**config.mk**
```make
export PLATFORM = sky130hd
export DESIGN_NAME = i2c_tgt_ctl
export DESIGN_NICKNAME = d
export VERILOG_FILES = /design/src/rtl/i2c_tgt_ctl.sv
export SDC_FILE = /design/constraint.sdc
export NUM_CORES = 1
export LEC_CHECK = 0
export BUFFER_PORTS_ARGS = -buffer_cell sky130_fd_sc_hd__buf_2
export CORE_ASPECT_RATIO = 1.4
export CORE_UTILIZATION = 50
export DETAILED_ROUTE_END_ITERATION = 12
export GPL_TIMING_DRIVEN = 0
export PLACE_DENSITY = 0.72
export SLEW_MARGIN = 40
export SYNTH_ARGS = -nofsm -noshare
export SYNTH_HDL_FRONTEND = slang
export SYNTH_SLANG_ARGS = --single-unit
```
**constraint.sdc**
```tcl
create_clock -name clk -period 4.1 [get_ports clk]
set_input_delay 0.41 -clock clk [delete_from_list [all_inputs] [get_ports clk]]
set_output_delay 0.41 -clock clk [all_outputs]
set_load 0.02 [all_outputs]
```
**src/rtl/i2c_tgt_ctl.sv**
```systemverilog
`timescale 1ns/1ps
module i2c_tgt_ctl (
  input  logic       clk,
  input  logic       rst_n,
  input  logic       scl_i,
  input  logic       sda_i,
  output logic       scl_low_o,
  output logic       sda_low_o,
  input  logic [7:0] addr_reg_i,
  input  logic       addr_wr_i,
  input  logic       mode10_i,
  input  logic       ss_irq_en_i,
  input  logic       addr_hold_en_i,
  input  logic       data_hold_en_i,
  input  logic       sw_nack_i,
  input  logic       hold_rel_i,
  input  logic       buf_full_i,
  input  logic       ovf_i,
  input  logic       irq_clr_i,
  output logic       irq_o,
  output logic [7:0] rx_byte_o,
  output logic       upd_addr_o,
  output logic       ack_time_o,
  output logic       ack_stat_o,
  output logic       rd_act_o
);
  typedef enum logic [2:0] {ST_IDLE, ST_ADR1, ST_ADR2, ST_WR, ST_RD} st_t;

  st_t        st, st_nx_r, nx;
  logic       scl_m, scl_s, scl_q, sda_m, sda_s, sda_q;
  logic       scl_rise, scl_fall, start_c, stop_c;
  logic [7:0] sh;
  logic [3:0] cnt;
  logic       in_ack, ack_ok, use_sw, hold_st, upd_hold, upd_pend, full10;
  logic       take, ok, need_upd, need_hold, m7, hi10, lo10, blk;

  always_ff @(posedge clk or negedge rst_n)
    if (!rst_n) {scl_m, scl_s, scl_q, sda_m, sda_s, sda_q} <= 6'h3f;
    else begin
      scl_m <= scl_i; scl_s <= scl_m; scl_q <= scl_s;
      sda_m <= sda_i; sda_s <= sda_m; sda_q <= sda_s;
    end

  assign scl_rise = scl_s & ~scl_q;
  assign scl_fall = ~scl_s & scl_q;
  assign start_c  = scl_s & scl_q & sda_q & ~sda_s;
  assign stop_c   = scl_s & scl_q & ~sda_q & sda_s;

  assign blk  = buf_full_i | ovf_i;
  assign m7   = sh[7:1] == addr_reg_i[7:1];
  assign hi10 = (sh[7:3] == 5'b11110) && (sh[2:1] == addr_reg_i[2:1]);
  assign lo10 = sh == addr_reg_i;

  always_comb begin
    take = 1'b0; ok = 1'b0; nx = ST_IDLE; need_upd = 1'b0; need_hold = 1'b0;
    case (st)
      ST_ADR1:
        if (!mode10_i) begin
          if (m7) begin
            take = 1'b1; ok = 1'b1; need_hold = addr_hold_en_i;
            nx = sh[0] ? ST_RD : ST_WR;
          end
        end else if (hi10 && !sh[0]) begin
          take = 1'b1; ok = 1'b1; nx = ST_ADR2; need_upd = 1'b1; need_hold = addr_hold_en_i;
        end else if (hi10 && full10) begin
          take = 1'b1; ok = 1'b1; nx = ST_RD; need_hold = addr_hold_en_i;
        end
      ST_ADR2: begin
        take = 1'b1; ok = lo10; nx = lo10 ? ST_WR : ST_IDLE;
        need_upd = 1'b1; need_hold = addr_hold_en_i;
      end
      ST_WR: begin
        take = 1'b1; ok = 1'b1; nx = ST_WR; need_hold = data_hold_en_i;
      end
      default: ;
    endcase
  end

  always_ff @(posedge clk or negedge rst_n)
    if (!rst_n) begin
      st <= ST_IDLE; st_nx_r <= ST_IDLE; sh <= '0; cnt <= '0;
      in_ack <= 1'b0; ack_ok <= 1'b0; use_sw <= 1'b0; hold_st <= 1'b0;
      upd_hold <= 1'b0; upd_pend <= 1'b0; full10 <= 1'b0;
      irq_o <= 1'b0; rx_byte_o <= '0; upd_addr_o <= 1'b0;
      ack_time_o <= 1'b0; ack_stat_o <= 1'b0;
    end else begin
      if (irq_clr_i) irq_o <= 1'b0;
      if (hold_rel_i) hold_st <= 1'b0;
      if (start_c || stop_c) begin
        st <= start_c ? ST_ADR1 : ST_IDLE;
        cnt <= '0; in_ack <= 1'b0; ack_time_o <= 1'b0; hold_st <= 1'b0;
        if (stop_c) full10 <= 1'b0;
        if (ss_irq_en_i) irq_o <= 1'b1;
      end else if (st != ST_IDLE && st != ST_RD) begin
        if (scl_rise) begin
          if (in_ack) ack_stat_o <= sda_s;
          else if (cnt != 4'd8) begin
            sh  <= {sh[6:0], sda_s};
            cnt <= cnt + 4'd1;
          end
        end else if (scl_fall) begin
          if (in_ack) begin
            in_ack <= 1'b0; ack_time_o <= 1'b0; cnt <= '0; st <= st_nx_r;
            upd_pend <= 1'b0;
            if (upd_pend) begin upd_addr_o <= 1'b1; upd_hold <= 1'b1; end
          end else if (cnt == 4'd8) begin
            if (take) begin
              rx_byte_o <= sh; irq_o <= 1'b1; in_ack <= 1'b1;
              ack_ok <= ok & ~blk; use_sw <= need_hold;
              ack_time_o <= need_hold; hold_st <= need_hold;
              upd_pend <= need_upd; st_nx_r <= nx;
              if (st == ST_ADR2) full10 <= lo10;
              else if (need_upd) full10 <= 1'b0;
            end else begin
              st <= ST_IDLE; cnt <= '0;
            end
          end
        end
      end
      if (addr_wr_i) begin upd_addr_o <= 1'b0; upd_hold <= 1'b0; end
    end

  assign sda_low_o = in_ack & ack_ok & (~use_sw | ~sw_nack_i);
  assign scl_low_o = hold_st | upd_hold;
  assign rd_act_o  = st == ST_RD;
endmodule


```
==> impl_metrics.ini <==
[global_routing]
grtUsageTotal = 0.2115
antenna_found_initial = 0
gr-total-overflow = 0
grt_pass1_wl_um = 7472
first_global_vias = 1667
grt_max_degree = 43

[floorplanning]
core_region_area_um2 = 4309
die_area_um2 = 4822
num_rows = 28
ios = 37
initial_core_util = 0.5273
die_x_um = 58.98
die_y_um = 81.76

[timing]
rsz0062_at_grt = no
finalHoldViolCount = 0
fin_tns_setup_ns = 0
setup-violations-final = 0
maxSlewHeadroom = 0.6005
post-route-period-util = 0.5966
fin_worst_skew_ns = 0.01018
slew_viol_final = 0
max_freq_mhz = 408.8
fin_crit_ns = 2.446
tightest_slew_ns = 0.5948

[worst_setup_path]
worstSetupStartpointType = flop
endpoint = rx_byte_o[5]$_DFFE_PN0P_
end_kind = flop
r2r_setup_slack_ns = 1.65
r2r_cells = 7
worstPathMaxFanout = 10
path_class = reg -> reg
arrival_ns = 2.63
critical_path_required_ns = 4.28
reg2reg_to = rx_byte_o[5]$_DFFE_PN0P_
r2r_start = st[0]$_DFFE_PN0P_
critPathLaunch = st[0]$_DFFE_PN0P_

[logic_synthesis]
yosys-top-cells-count = dfrtp_1, nand2_1, nor2_1
synth_cells = 208
syn_area_per_cell_um2 = 10.92
yosysTopAreaCell = dfrtp_1
async_flop_share = 1.000
synth_most_common_cell = dfrtp_1
synth.distinct_cells = 46
synthTopCellsByArea = dfrtp_1, dfstp_2, mux2_4
yosysWarnings = 0
synth_top_cell_area_share = 0.3965
synth-edff-count = 0
synth_area_um2 = 2272
yosys_most_used_dff = dfrtp_1
seq_area_frac_synth = 0.4659
synth_nets = 236
synth_seq_cells = 42

[placed_design]
portBuffers = 36
gp_congestion = 0.8723
hpwl_um = 3346

[layout]
finalNetCount = 279
antennaDiodeCount = 0
utilization = 0.6147
area_delta_synth_final_pct = 16.57
drive_gt1_frac = 0.3135

[clocking]
post_cts_resized = 0
clk_path_buf_depth = 2
cts_setup_buffers = 0
cts_hold_buf = 0
clk_pin_slew_ns = 0.08
insertion_delay_ns = 0.30
tritoncts = built
numCtsBuffers = 5
cts_sinks = 42
cts.htree.levels = 2
cts_root_buffer = clkbuf_8

[detailed_routing]
post-route-drc-count = 0
first_pass_iters = 5
routed-wl-met3_um = 172
drt_iter0_drc = 46
vias = 1725
ant_nets = 0
topRoutingLayerUsed = met4
routed_wl_um = 4446
wl_met1_um = 1921
met2RoutedLength_um = 2211
viasPerCell = 5.529
avgRoutedWirePerCell_um = 14.25

[power_and_ir_drop]
power.switching_w = 0.0002578
peakVddDrop_v = 0.0002483
p_int_w = 0.0006918
pwr-share-seq = 0.511
switching_share = 0.2715
p_leak_nw = 1.314
power.density_nw_per_um2 = 358.5
p_clk_frac = 0.340
comb_power_share = 0.149

[run_status]
outcome = finished, final reports clean

[flow_run]
cap_violations = 0

[min_path]
hold_path_class = in -> async
==> per-layer routing <==
| layer | GRT usage | vias up |
|---|---|---|
| met4 | 0.1095 | 0 |
| met5 | 0 | - |
| met2 | 0.3568 | 50 |
| met1 | 0.2492 | 825 |
| li1 | - | 837 |
| met3 | 0.04724 | 13 |
==> layout make-up <==
cell class                 count  area (µm²)
buffer                         5       26.28
clock buffer                   6       72.57
clock inverter                 2       37.54
fill                         389        1660
inverter                      10       37.54
multi-input combinational    151        1159
sequential                    42        1059
tap                           60       75.07
timing repair buffer          36       182.7
==> worst max-delay path: stages, from the launching register on <==
cell and delay, ns:
dfrtp_1 0.46, or3b_4 0.44, nor3_4 0.31, nor2_2 0.10
nor3_4 0.32, nand4_4 0.17, buf_6 0.20, mux2_4 0.30
==> flip-flops by register name (all words and copies together) (netlist names), 3 cells and up <==
| signal | flops |
|---|---|
| rx_byte_o | 8 |
| sh | 8 |
| st | 3 |
| cnt | 4 |
| st_nx_r | 3 |
==> through the flow <==
step	worst slack (ns)	total power, W	cell area (µm²)	hold slack, ns	instances
2_1_floorplan	1.875	0.0005828	2272	0.1144	208
3_3_place_gp	1.500	0.0006320	2527	0.3463	304
3_5_place_dp	1.628	0.0006369	2539	0.3468	304
4_1_cts	1.654	0.0009648	2649	0.09683	312
5_1_grt	1.481	0.001004	2649	0.1129	312
6_report	1.654	0.0009496	2649	0.07245	312
==> kinds of logic (layout without fill, tap and decap cells) <==
| kind of cell | after synthesis | in the layout | share of synthesized area |
|---|---|---|---|
| xor+xnor | 9 | 9 | 0.03469 |
| fa+ha+maj | 6 | 6 | 0.03304 |
| simple gates | 70 | 70 | 0.1845 |
| buf+inv | 15 | 59 | 0.02808 |
| mux | 23 | 23 | 0.1283 |
| compound gates | 43 | 43 | 0.1255 |
| flops | 42 | 42 | 0.4659 |
==> cell usage in the layout (no fill, tap or decap), types with 5 or more instances in the layout <==
cell      instances
o21ai_0          10
a21oi_1           7
nand2b_1          5
ha_1              6
nand2_1          12
clkbuf_8          5
dfrtp_1          36
nor3_1            6
xor2_1            9
nand3_1           9
dfstp_2           6
mux2_4            9
clkbuf_1          5
nor2_1           12
buf_2            35
mux2_2           10
inv_1            10
==> power by group through the flow <==
stage | combinational [W] | clock (W) | sequential [W]
after detailed placement | 0.000143 | 0 | 0.000494
after CTS | 0.000144 | 0.000335 | 0.000486
after floorplan | 0.0000951 | 0 | 0.000488
after global placement | 0.000138 | 0 | 0.000493
after global routing | 0.000159 | 0.000354 | 0.000491
final | 0.000142 | 0.000323 | 0.000485
==> how the worst min path moves through the flow <==
stage                          to  cells after the start       startpoint
4_1_cts        use_sw$_DFFE_PN0P_                      1            rst_n
3_5_place_dp      sda_s$_DFF_PN1_                      0  sda_m$_DFF_PN1_
6_report       ack_ok$_DFFE_PN0P_                      1            rst_n
3_3_place_gp      scl_s$_DFF_PN1_                      0  scl_m$_DFF_PN1_
2_1_floorplan  ack_ok$_DFFE_PN0P_                      0            rst_n
5_1_grt        ack_ok$_DFFE_PN0P_                      1            rst_n
Note: power is estimated with default switching activity, not from simulation.
